$ cat src/rtl/kbd_port_pkg.sv
package kbd_port_pkg;
  localparam int unsigned ADDR_W    = 16;
  localparam int unsigned WORD_W    = 16;
  localparam int unsigned CHAR_W    = 8;
  localparam int unsigned READY_BIT = 15;
  localparam logic [ADDR_W-1:0] STAT_ADDR = 16'hFE00;
  localparam logic [ADDR_W-1:0] DATA_ADDR = 16'hFE02;

  typedef enum logic [0:0] {
    REG_STAT = 1'b0,
    REG_DATA = 1'b1
  } kbd_reg_e;
endpackage

$ cat src/rtl/kbd_decode.sv
module kbd_decode #(
  parameter int unsigned ADDR_W = 16,
  parameter logic [ADDR_W-1:0] STAT_ADDR = 16'hFE00,
  parameter logic [ADDR_W-1:0] DATA_ADDR = 16'hFE02
) (
  input  logic [ADDR_W-1:0] addr_i,
  input  logic              rd_i,
  output logic              hit_stat_o,
  output logic              hit_data_o,
  output logic              sel_o,
  output logic              data_rd_o
);
  localparam int unsigned N_REG = 2;
  localparam logic [ADDR_W-1:0] REG_ADDR [N_REG] = '{STAT_ADDR, DATA_ADDR};

  logic [N_REG-1:0] match;

  for (genvar g = 0; g < N_REG; g++) begin : g_match
    assign match[g] = (addr_i == REG_ADDR[g]);
  end

  assign hit_stat_o = rd_i & match[0];
  assign hit_data_o = rd_i & match[1];
  assign sel_o      = hit_stat_o | hit_data_o;
  assign data_rd_o  = hit_data_o;
endmodule

$ cat src/rtl/kbd_hold.sv
module kbd_hold #(
  parameter int unsigned CHAR_W = 8
) (
  input  logic              clk_i,
  input  logic              rst_ni,
  input  logic              key_valid_i,
  input  logic [CHAR_W-1:0] key_char_i,
  input  logic              consume_i,
  output logic              ready_o,
  output logic [CHAR_W-1:0] char_o
);
  logic              ready_q, ready_d;
  logic [CHAR_W-1:0] char_q, char_d;

  // arrival wins over consumption in the same cycle
  always_comb begin
    ready_d = ready_q;
    char_d  = char_q;
    if (key_valid_i) begin
      ready_d = 1'b1;
      char_d  = key_char_i;
    end else if (consume_i) begin
      ready_d = 1'b0;
    end
  end

  always_ff @(posedge clk_i or negedge rst_ni) begin
    if (!rst_ni) begin
      ready_q <= 1'b0;
      char_q  <= '0;
    end else begin
      ready_q <= ready_d;
      char_q  <= char_d;
    end
  end

  assign ready_o = ready_q;
  assign char_o  = char_q;
endmodule

$ cat src/rtl/kbd_rmux.sv
module kbd_rmux #(
  parameter int unsigned WORD_W    = 16,
  parameter int unsigned CHAR_W    = 8,
  parameter int unsigned READY_BIT = 15
) (
  input  logic              hit_stat_i,
  input  logic              hit_data_i,
  input  logic              ready_i,
  input  logic [CHAR_W-1:0] char_i,
  input  logic [WORD_W-1:0] mem_rdata_i,
  output logic [WORD_W-1:0] rdata_o
);
  localparam int unsigned PAD_W = WORD_W - CHAR_W;

  logic [WORD_W-1:0] stat_word;
  logic [WORD_W-1:0] data_word;

  always_comb begin
    stat_word            = '0;
    stat_word[READY_BIT] = ready_i;
  end

  assign data_word = {{PAD_W{1'b0}}, char_i};

  always_comb begin
    if (hit_stat_i)      rdata_o = stat_word;
    else if (hit_data_i) rdata_o = data_word;
    else                 rdata_o = mem_rdata_i;
  end
endmodule

$ cat src/rtl/kbd_port.sv
module kbd_port
  import kbd_port_pkg::*;
(
  input  logic              clk_i,
  input  logic              rst_ni,
  input  logic              key_valid_i,
  input  logic [CHAR_W-1:0] key_char_i,
  input  logic [ADDR_W-1:0] bus_addr_i,
  input  logic              bus_rd_i,
  input  logic              bus_wr_i,
  input  logic [WORD_W-1:0] bus_wdata_i,
  input  logic [WORD_W-1:0] mem_rdata_i,
  output logic [WORD_W-1:0] bus_rdata_o,
  output logic              kbd_sel_o
);
  logic              hit_stat, hit_data, data_rd;
  logic              ready;
  logic [CHAR_W-1:0] held_char;

  // writes never reach the port registers
  logic unused_wr;
  assign unused_wr = bus_wr_i ^ (^bus_wdata_i);

  kbd_decode #(
    .ADDR_W   (ADDR_W),
    .STAT_ADDR(STAT_ADDR),
    .DATA_ADDR(DATA_ADDR)
  ) u_decode (
    .addr_i    (bus_addr_i),
    .rd_i      (bus_rd_i),
    .hit_stat_o(hit_stat),
    .hit_data_o(hit_data),
    .sel_o     (kbd_sel_o),
    .data_rd_o (data_rd)
  );

  kbd_hold #(
    .CHAR_W(CHAR_W)
  ) u_hold (
    .clk_i      (clk_i),
    .rst_ni     (rst_ni),
    .key_valid_i(key_valid_i),
    .key_char_i (key_char_i),
    .consume_i  (data_rd),
    .ready_o    (ready),
    .char_o     (held_char)
  );

  kbd_rmux #(
    .WORD_W   (WORD_W),
    .CHAR_W   (CHAR_W),
    .READY_BIT(READY_BIT)
  ) u_rmux (
    .hit_stat_i (hit_stat),
    .hit_data_i (hit_data),
    .ready_i    (ready),
    .char_i     (held_char),
    .mem_rdata_i(mem_rdata_i),
    .rdata_o    (bus_rdata_o)
  );
endmodule

$ cat config.mk
export PLATFORM = sky130hd
export DESIGN_NAME = kbd_port
export DESIGN_NICKNAME = d
export VERILOG_FILES = /design/src/rtl/kbd_port_pkg.sv /design/src/rtl/kbd_decode.sv /design/src/rtl/kbd_hold.sv /design/src/rtl/kbd_rmux.sv /design/src/rtl/kbd_port.sv
export SDC_FILE = /design/constraint.sdc
export NUM_CORES = 1
export LEC_CHECK = 0
export CORE_UTILIZATION = 28
export CTS_BUF_LIST = sky130_fd_sc_hd__clkbuf_8
export CTS_CLUSTER_DIAMETER = 60
export DETAILED_ROUTE_END_ITERATION = 8
export MAX_ROUTING_LAYER = met4
export PLACE_DENSITY = 0.86
export SETUP_SLACK_MARGIN = 0.15
export SKIP_LAST_GASP = 1
export SYNTH_ARGS = -nofsm -noshare
export SYNTH_HDL_FRONTEND = slang
export SYNTH_SLANG_ARGS = --single-unit
$ cat constraint.sdc
create_clock -name clk_i -period 3.5 [get_ports clk_i]
set_clock_uncertainty 0.2 [all_clocks]
set_input_delay 0.35 -clock clk_i [delete_from_list [all_inputs] [get_ports clk_i]]
set_output_delay 0.35 -clock clk_i [all_outputs]
set_load 0.02 [all_outputs]
Yosys cells after proc, flatten, opt, wreduce, memory -nomap -nowiden
Cells that the tools add are included. Widths: inputs -> output; s select.

Register bits after elaboration: 9. Word-level logic and storage cells: 12. Output and inout bits: 17. ROM bits: 0. Memories kept: 0. Bits in writable memories: 0. Bits of input ports: 61. Latch bits: 0.

$mul: 0. Eq/ne operators: 2. Div/mod/pow operators: 0. Bitwise operators: 3. $add $sub $neg: 0. Shift-type cells: 0. Magnitude comparators: 0. Muxes and demuxes: 4. Reduce and logical (&&, ||, !) cells: 1.

Operators by type and width (number): $eq 16x16->1 const B (2); $mux 16 (2); $and 1x1->1 (2); $mux 1 (2); $reduce_bool 2->1 (1); $or 1x1->1 (1).

Depth between registers and ports, before layout
Gate-level depths: netlist of the first run.

Depth in word-level cells: 4. Mapped depth: 4. Mapped depth without buffers: 3.

Cells and area by module
A second synthesis of the first run with hierarchy kept.

Cells, all modules: 55. Area total of the unflattened synthesis: 645.6 um2.

By module, submodules not included: kbd_hold (seq. area each 225.2 um2, cells each 20, area an instance 369.1 um2, times used 1); kbd_rmux (seq. area each 0.0 um2, cells each 27, area an instance 196.4 um2, times used 1); kbd_decode (seq. area each 0.0 um2, cells each 8, area an instance 80.1 um2, times used 1).

Least setup slack after synthesis of the first run
OpenSTA, ideal clock, no wires.

Path kind: input port to output port. From: input bus_addr_i[7]. To: output bus_rdata_o[0]. Required time: 2.950 ns. Cell stages on the path: 4. Path buffers: 1. Arrival time: 1.971 ns. Slack: 0.979 ns. Cells stage by stage: or4b_4 > nor4_4 > buf_6 > mux2i_1.

Longest elaborated chain between the ends: 4. Elaborated cells on any way between the ends: 6. Classes of those cells: eq/ne: 2; mux: 2; bitwise: 2.

Ends and longest elaborated chain: start: declaration (RTL line kbd_port.sv:8) `input logic [ADDR_W-1:0] bus_addr_i,`; $eq 16x16->1 (RTL line kbd_decode.sv:19) `assign match[g] = (addr_i == REG_ADDR[g]);`; $and 1x1->1 (RTL line kbd_decode.sv:23) `assign hit_data_o = rd_i & match[1];`; $mux 16 (RTL line kbd_rmux.sv:27) `else if (hit_data_i) rdata_o = data_word;`; $mux 16 (*) (RTL line kbd_rmux.sv:26) `if (hit_stat_i) rdata_o = stat_word;`; end: declaration (RTL line kbd_port.sv:13) `output logic [WORD_W-1:0] bus_rdata_o,`.

Every way passes the cells marked *; elsewhere a longest branch is shown, timed or not.

Worst setup path in the final report of the first run
From: input bus_addr_i[7]. To: output bus_rdata_o[2].

The elaborated chain is that of the path after synthesis.

==> run metrics, run 1 <==
post-synthesis cell area 624 sq um; clock buffer count from CTS 3; Critical path buffers and inverters 3; clk_lat worst skew roughly 0.23 ns; crit start category primary input; Detailed Route WL ~1800 um; Detailed Place HPWL 1550 um; Syn Nets 122; core area approximately 2000 sq um; Iteration-0 DRC Markers 5; relative slew slack about 70%; Syn Inst Count between 60 and 70; hold buffer count at cts 0; Crit Path Class primary input to primary output; final instance area ~1300 sq um; PD cells between 200 and 300 nW/um^2; Core Rows 16; n_diodes 0; Slowest cell on crit path clkdlybuf4s50_1; via count 657; CTS clk-pin slew, worst paths ~0.04 ns; CP max FO 14; Post-CTS Resized 0; H-Tree Depth 1; CP most frequent cell clkdlybuf4s50_1; cell chain of the critical path clkdlybuf4s50_1 > or4b_4 > nor4_4 > buf_6 > mux2i_1 > clkdlybuf4s50_1; peak supply drop between 0.2 and 0.25 mV; Syn. warnings 0; TritonRoute pass-1 iters 4; final layout net count 186; P_int roughly 260 uW; worst r2r path cells 1; Die Area 2420 sq um; maximum clock frequency about 300 MHz; via density per instance approximately 4.4; flops & latches, synth 9; routed len/inst between 10 and 15 um; endpoint class of the critical path primary output; top layer in use met4; Met2 Wirelength roughly 860 um; Area Growth Syn to Fin 109%; Final Critical Period around 3.3 ns; global-route wire length before repair around 3000 um; worst slew pin tran roughly 0.46 ns; Worst Hold Class primary input to async pin; Final Power roughly 340 uW; Die Ht roughly 49 um; sequential share of power 34.7%; Switching Fraction 22.9%; Filler Cells Inserted ~170; Placed Cells incl. Taps 147; Residual DRC 0; gp weighted congestion ~0.68; Distinct cells, synth 16; post-layout util approximately 64%; fin. max-slew vios 0; number of cells on the critical path 6; clock root buffer clkbuf_8; Port Buffers 60; footprint of the multi-input gates about 350 sq um; Tot GR Track Use about 17%; metal3 WL about 220 um; total grt overflow 0; fraction of the cycle the final worst path needs 92.9%; antenna viol nets, final 0; max cap viols 0; Storage cell area ~230 sq um; Sw Pwr 78.4 uW; vias in the first global route 687; CTS tree yes; power share of the combinational group 32.0%; Worst EP arrival 2.70 ns; Starting Density just over 30%; largest net degree at the start of global routing 15; Static Leak between 0.0005 and 0.0006 uW; status complete, no violations; Num Clock Sinks 9; Final Hold Fails 0; clock power share between 30% and 40%; layout cell share with drive strength beyond 1 roughly 19%; I/O Pins slightly below 80; sequential share of the synthesized area 36.1%; CTS Buffer Depth 2; crit-path max cell delay approximately 0.63 ns; RSZ-0062 raised after global routing false; Final Instance Count excl. Fillers between 150 and 200; final setup violating endpoints 0; initial antenna violation count 0; DRT met1 WL approximately 750 um; syn_area_per_cell roughly 10 sq um; Die X around 49 um; post-CTS setup buffer count 0; setup TNS 0 ns; CP top delay family buffers and inverters; Area after DPL approximately 1300 sq um; Worst Path Required 2.95 ns
-- power groups by stage --
| stage | registers (uW) | clock network, uW | logic, uW |
|---|---|---|---|
| 2_1_floorplan | 118 | 0 | 39.5 |
| 3_3_place_gp | 119 | 0 | 108 |
| 3_5_place_dp | 120 | 0 | 110 |
| 4_1_cts | 119 | 117 | 110 |
| 5_1_grt | 120 | 124 | 117 |
| 6_report | 118 | 114 | 109 |
-- cell type report --
cell class / instances / share of cell area, %
timing repair buffer: 62 / 47.5
multi-input combinational: 40 / 26.6
sequential: 9 / 17.3
clock buffer: 3 / 3.17
inverter: 9 / 2.59
tap: 27 / 2.59
clock inverter: 1 / 0.288
-- placed cells by master (no fill, tap or decap), drive strengths merged --
cell | netlist | layout
clkdlybuf4s50 | 0 | 60
inv | 9 | 10
mux2 | 9 | 9
dfrtp | 9 | 9
nand2 | 8 | 8
mux2i | 8 | 8
and2b | 7 | 7
clkbuf | 2 | 3
buf | 1 | 2
or4b | 1 | 1
nand4 | 1 | 1
nand4b | 1 | 1
or4 | 1 | 1
nor4 | 1 | 1
nor2b | 1 | 1
nor2 | 1 | 1
a31oi | 1 | 1
-- final timing paths --
path,startpoint,to,slack [ns]
setup / recovery,bus_addr_i[7],bus_rdata_o[2],0.25
hold / removal,rst_ni,u_hold.char_o[2],0.20
setup reg to reg,u_hold.char_o[7],u_hold.char_o[7],2.54
hold reg to reg,u_hold.char_o[6],u_hold.char_o[6],0.30
max in group asynchronous,rst_ni,u_hold.char_o[1],2.63
min in group clk_i,u_hold.char_o[6],u_hold.char_o[6],0.30
-- cells in the mapped netlist --
library cell	n	area [sq um]
dfrtp_1	9	225
inv_1	9	33.8
mux2_2	9	101
mux2i_1	8	80.1
nand2_1	8	30.0
and2b_2	7	61.3
clkbuf_1	2	7.51
a31oi_1	1	6.26
buf_6	1	11.3
nand4_1	1	6.26
nand4b_1	1	8.76
nor2_1	1	3.75
nor2b_1	1	6.26
nor4_4	1	21.3
or4_1	1	7.51
or4b_4	1	13.8
-- stage by stage --
step	hold slack [ns]	worst slack, ns
6_report	0.204	0.249
5_1_grt	0.238	0.159
4_1_cts	0.213	0.202
3_5_place_dp	0.296	0.199
3_3_place_gp	0.293	0.219
2_1_floorplan	-0.146	0.979
-- state kept, by name, summed over array words and instances (netlist names) --
signal,count
u_hold.ready_o,1
u_hold.char_o,8
-- metal layers --
| layer | vias up | global-route usage, % |
|---|---|---|
| met1 | 288 | 15.6 |
| met4 | 0 | 8.33 |
| met2 | 38 | 29.9 |
| met5 | - | - |
| met3 | 2 | 6.54 |
| li1 | 329 | - |
-- logic make-up after synthesis --
kind of cell,count (synthesis),share of synthesized area [%]
AND/OR/NAND/NOR,22,25.5
AO/OA/AOI/OAI,1,1.00
buffers and inverters,12,8.42
flip-flops,9,36.1
multiplexers,17,29.1
Power figures use the tool's default switching activity.
==> run 2, diff against run 1 <==
--- a/config.mk
+++ b/config.mk
@@ -5,13 +5,16 @@
 export SDC_FILE = /design/constraint.sdc
 export NUM_CORES = 1
 export LEC_CHECK = 0
-export CORE_UTILIZATION = 28
+export CELL_PAD_IN_SITES_DETAIL_PLACEMENT = 0
+export CELL_PAD_IN_SITES_GLOBAL_PLACEMENT = 1
+export CORE_UTILIZATION = 18
 export CTS_BUF_LIST = sky130_fd_sc_hd__clkbuf_8
 export CTS_CLUSTER_DIAMETER = 60
 export DETAILED_ROUTE_END_ITERATION = 8
 export MAX_ROUTING_LAYER = met4
-export PLACE_DENSITY = 0.86
+export PLACE_DENSITY_LB_ADDON = 0.1
 export SETUP_SLACK_MARGIN = 0.15
+export SKIP_CTS_REPAIR_TIMING = 1
 export SKIP_LAST_GASP = 1
 export SYNTH_ARGS = -nofsm -noshare
 export SYNTH_HDL_FRONTEND = slang
==> run 2 against run 1 <==
Effect of this change:
- cell area grew 1.5%
- die area grew 53%
- global-route usage shrank 7.6 points
- clock-buffer cell count is the same
- flip-flop and latch count is the same
- core utilization shrank 25 points
- clock power is essentially flat
- worst setup slack gained 0.036 ns
==> run metrics, run 2 (synthesized netlist as in run 1, its figures left out) <==
layout cell share with drive strength beyond 1 18.5% (unchanged); initial antenna violation count 0 (unchanged); Final WS setup 0.285 ns (+0.0360 ns); I/O Pins 78 (unchanged); final layout net count 186 (unchanged); Static Leak 0.000537 uW (-0.13%); relative slew slack 71.1% (+1.8 points); gp weighted congestion 0.585 (-14%); CP max FO 9 (-5); worst slew pin tran 0.431 ns (-0.0264 ns); CTS clk-pin slew, worst paths 0.04 ns (about the same); Worst Path Required 2.95 ns (about the same); Tot GR Track Use 9.21% (-7.6 points); Setup Slack @ Placement 0.269 ns (+0.0693 ns); P_int 263 uW (about the same); vias in the first global route 565 (-18%); final setup violating endpoints 0 (unchanged); Area Growth Syn to Fin 112%; PD cells 257 nW/um^2 (-2.1%); power share of the combinational group 31.8% (-0.2 points); most frequent cells in the layout clkdlybuf4s50_1 (60), inv_1 (10), mux2_2 (9), dfrtp_1 (9); clk_lat worst skew 0.23 ns (about the same); endpoint class of the critical path primary output; Iteration-0 DRC Markers 7 (+2); Num Clock Sinks 9 (unchanged); total grt overflow 0 (unchanged); CTS Buffer Depth 2 (unchanged); cell chain of the critical path clkdlybuf4s50_1 > or4b_4 > nor4_4 > buf_4 > mux2_2 > clkdlybuf4s50_1; Worst EP arrival 2.66 ns (-0.04 ns); Die Ht 60.9 um (+24%); peak supply drop 0.214 mV (-6.6%); clock root buffer clkbuf_8; maximum clock frequency 311 MHz (+1.1%); CP most frequent cell clkdlybuf4s50_1; TritonRoute pass-1 iters 3 (-1); Starting Density 18.7% (-12 points); Die Area 3710 sq um (+53%); max cap viols 0 (unchanged); core area 3340 sq um (+65%); H-Tree Depth 1 (unchanged); max reg flops 8 (unchanged); Sw Pwr 76.4 uW (-2.5%); Worst Hold Class primary input to async pin; status complete, no violations; crit-path max cell delay 0.55 ns (-0.08 ns); routed len/inst 9.56 um (-22%); Final Critical Period 3.21 ns (-0.0360 ns); clock buffer count from CTS 3 (unchanged); Crit Path Class primary input to primary output; most common cell after layout, fill and taps aside clkdlybuf4s50_1; fraction of the cycle the final worst path needs 91.8% (-1.0 points); Core Rows 21 (+5); RSZ-0062 raised after global routing false; via density per instance 3.76 (-13%); Port Buffers 60 (unchanged); crit start category primary input; Die X 60.9 um (+24%); setup TNS 0 ns (unchanged); Residual DRC 0 (unchanged); largest net degree at the start of global routing 11 (-4); CP top delay family buffers and inverters; Switching Fraction 22.5% (-0.44 points); Detailed Place HPWL 1390 um (-11%); Critical path buffers and inverters 3 (unchanged); fin. max-slew vios 0 (unchanged); CTS tree yes; sequential share of power 34.7% (about the same); clock power share 33.5% (+0.2 points); Final Hold Fails 0 (unchanged); Detailed Route WL 1630 um (-12%); via count 640 (-2.6%); Slowest cell on crit path or4b_4; antenna viol nets, final 0 (unchanged); global-route wire length before repair 2390 um (-22%); n_diodes 0 (unchanged)
run 2: cell counts in the layout (fill, tap and decap cells not counted):
No cell type changed its count.
run 2: routing by layer:
layer  wire length (um)  track usage, %  vias up
li1                   -               -      328
met1                682            11.3      284
met2                817            14.4       26
met3                120            4.05        2
met4                  5           0.974        0
met5                  0               -        -
run 2: worst paths after layout:
kind,slack (ns),end,depth (start not counted),start
setup / recovery,0.29,bus_rdata_o[15],6,bus_addr_i[7]
hold / removal,0.22,u_hold.char_o[1],1,rst_ni
setup reg to reg,2.56,u_hold.char_o[0],1,u_hold.char_o[0]
hold reg to reg,0.30,u_hold.char_o[4],1,u_hold.char_o[4]
max in group asynchronous,2.59,u_hold.char_o[2],1,rst_ni
min in group clk_i,0.30,u_hold.char_o[4],1,u_hold.char_o[4]
run 2: final cells by class:
type | count | area (sq um)
inverter | 9 | 33.8
tap | 46 | 57.6
fill | 361 | 2010
timing repair buffer | 62 | 616
clock buffer | 3 | 41.3
multi-input combinational | 40 | 347
sequential | 9 | 225
clock inverter | 1 | 3.75
run 2: through the flow:
step / area (sq um) / total power [uW] / std cells / hold WS [ns] / util (%)
finish: 1320 / 340 / 170 / 0.223 / 39.7
global placement: 1280 / 228 / 166 / 0.293 / 38.3
floorplan: 624 / 158 / 61 / -0.146 / -
detailed placement: 1280 / 229 / 166 / 0.298 / 38.3
CTS: 1320 / 345 / 170 / 0.235 / 39.7
global route: 1320 / 362 / 170 / 0.246 / 39.7
run 2: power groups by stage:
stage / Clock (uW) / Combinational (uW) / Sequential (uW)
floorplan: 0 / 39.5 / 118
global placement: 0 / 109 / 119
detailed placement: 0 / 109 / 120
CTS: 117 / 110 / 118
global route: 126 / 117 / 119
finish: 114 / 108 / 118
==> run 3, diff against run 2 <==
--- a/config.mk
+++ b/config.mk
@@ -13,9 +13,11 @@
 export DETAILED_ROUTE_END_ITERATION = 8
 export MAX_ROUTING_LAYER = met4
 export PLACE_DENSITY_LB_ADDON = 0.1
+export REMOVE_ABC_BUFFERS = 1
 export SETUP_SLACK_MARGIN = 0.15
 export SKIP_CTS_REPAIR_TIMING = 1
 export SKIP_LAST_GASP = 1
+export SLEW_MARGIN = 20
 export SYNTH_ARGS = -nofsm -noshare
 export SYNTH_HDL_FRONTEND = slang
 export SYNTH_SLANG_ARGS = --single-unit
==> run 3 against run 2 <==
Effect of this change:
- clock power about the same
- sequential share of layout area decreased by 0.064 points
- critical path depth unchanged
- worst setup slack got worse by 0.048 ns
- core utilization increased by 0.15 points
- via count increased by 2.3%
- largest cell class unchanged
- largest power group unchanged
==> run metrics, run 3 (synthesized netlist as in run 1, its figures left out) <==
setup TNS 0 ns (unchanged); max reg flops 8 (unchanged); Iteration-0 DRC Markers 6 (-1); Switching Fraction 23.2% (+0.74 points); most frequent cells in the layout clkdlybuf4s50_1 (60), inv_1 (10), mux2_2 (9), dfrtp_1 (9); fin. max-slew vios 0 (unchanged); Worst Path Required 2.95 ns (about the same); status complete, no violations; H-Tree Depth 1 (unchanged); peak supply drop 0.186 mV (-13%); final setup violating endpoints 0 (unchanged); Worst EP arrival 2.71 ns (+0.05 ns); P_int 263 uW (about the same); I/O Pins 78 (unchanged); endpoint class of the critical path primary output; worst r2r path cells 1 (unchanged); maximum clock frequency 307 MHz (-1.5%); CTS tree yes; Port Buffers 60 (unchanged); Die X 60.9 um (unchanged); PD cells 258 nW/um^2 (+0.66%); max cap viols 0 (unchanged); metal3 WL 238 um (+98%); DRT met1 WL 765 um (+12%); worst hold slack 0.226 ns (+0.00302 ns); Final Critical Period 3.26 ns (+0.0476 ns); clk_lat worst skew 0.23 ns (about the same); CP max FO 18 (+9); most common cell after layout, fill and taps aside clkdlybuf4s50_1; Detailed Place HPWL 1400 um (+1.1%); Placed Cells incl. Taps 165 (-0.60%); Crit Path Class primary input to primary output; clock power share 34.1% (+0.6 points); Final Instance Count excl. Fillers 169 (-0.59%); clock buffer count from CTS 3 (unchanged); crit path capture bus_rdata_o[15]; via density per instance 3.88 (+2.9%); Worst Hold Class primary input to async pin; TritonRoute pass-1 iters 3 (unchanged); worst slew pin tran 0.451 ns (+0.0199 ns); crit start category primary input; Num Clock Sinks 9 (unchanged); Filler Cells Inserted 350 (-3.0%); final layout net count 185 (-0.54%); layout cell share with drive strength beyond 1 17.9% (-0.66 points); core area 3340 sq um (unchanged); Met2 Wirelength 763 um (-6.6%); total grt overflow 0 (unchanged); clock root buffer clkbuf_8; Critical Path Start bus_addr_i[7]; power share of the combinational group 31.6% (-0.2 points); n_diodes 0 (unchanged); sequential share of power 34.3% (-0.4 points); largest net degree at the start of global routing 19 (+8); global-route wire length before repair 2520 um (+5.5%); Final Hold Fails 0 (unchanged); worst r2r src u_hold.char_o[7]; vias in the first global route 577 (+2.1%); Die Ht 60.9 um (unchanged); Core Rows 21 (unchanged); relative slew slack 69.8% (-1.3 points); Die Area 3710 sq um (unchanged); Tot GR Track Use 9.60% (+0.39 points); CTS Buffer Depth 2 (unchanged); initial antenna violation count 0 (unchanged); Area Growth Syn to Fin 113%; Starting Density 18.7% (unchanged); RSZ-0062 raised after global routing false; Residual DRC 0 (unchanged); worst reg2reg endpoint u_hold.char_o[7]; R2R setup slack 2.56 ns (about the same); gp weighted congestion 0.573 (-2.1%); routed len/inst 10.5 um (+9.4%); Detailed Route WL 1770 um (+8.7%); via count 655 (+2.3%); Sw Pwr 79.8 uW (+4.4%); Static Leak 0.000534 uW (-0.52%); top layer in use met3; fraction of the cycle the final worst path needs 93.2% (+1.4 points); CTS clk-pin slew, worst paths 0.05 ns (about the same); antenna viol nets, final 0 (unchanged)
## run 3: through the flow
| step | power (uW) | setup slack [ns] | util (%) | instance area (sq um) |
|---|---|---|---|---|
| after global routing | 362 | 0.165 | 39.8 | 1330 |
| after global placement | 228 | 0.218 | 38.5 | 1280 |
| after detailed placement | 229 | 0.220 | 38.5 | 1280 |
| after CTS | 349 | 0.224 | 39.8 | 1330 |
| final | 343 | 0.238 | 39.8 | 1330 |
| after floorplan | 155 | 0.641 | - | 606 |
## run 3: final cells by class
type | instances | area [sq um] | area share, %
Inverter | 9 | 33.8 | 2.54
Sequential cell | 9 | 225 | 16.9
Clock inverter | 1 | 3.75 | 0.282
Clock buffer | 3 | 41.3 | 3.11
Multi-Input combinational cell | 40 | 347 | 26.1
Tap cell | 46 | 57.6 | 4.33
Timing Repair Buffer | 61 | 621 | 46.7
## run 3: routing by layer
layer / global-route usage (%) / up-vias
met5: - / -
li1: - / 326
met3: 2.77 / 0
met4: 2.92 / 0
met1: 11.2 / 286
met2: 15.9 / 43
## run 3: worst min path at each step
| stage | to | startpoint |
|---|---|---|
| after CTS | u_hold.char_o[5] | rst_ni |
| after global placement | u_hold.char_o[7] | u_hold.char_o[7] |
| final | u_hold.char_o[2] | rst_ni |
| after detailed placement | u_hold.char_o[6] | u_hold.char_o[6] |
| after floorplan | u_hold.char_o[0] | rst_ni |
| after global routing | u_hold.char_o[5] | rst_ni |
## run 3: critical path, stage by stage
cell,delay [ns]
clkdlybuf4s50_1,0.39
or4b_4,0.55
nor4_4,0.34
buf_12,0.20
mux2_2,0.34
clkdlybuf4s50_1,0.54
## run 3: power by group through the flow
| stage | sequential, uW | combinational (uW) | clock (uW) |
|---|---|---|---|
| finish | 118 | 108 | 117 |
| global route | 119 | 118 | 126 |
| CTS | 118 | 110 | 120 |
| detailed placement | 120 | 110 | 0 |
| global placement | 119 | 109 | 0 |
| floorplan | 118 | 36.7 | 0 |
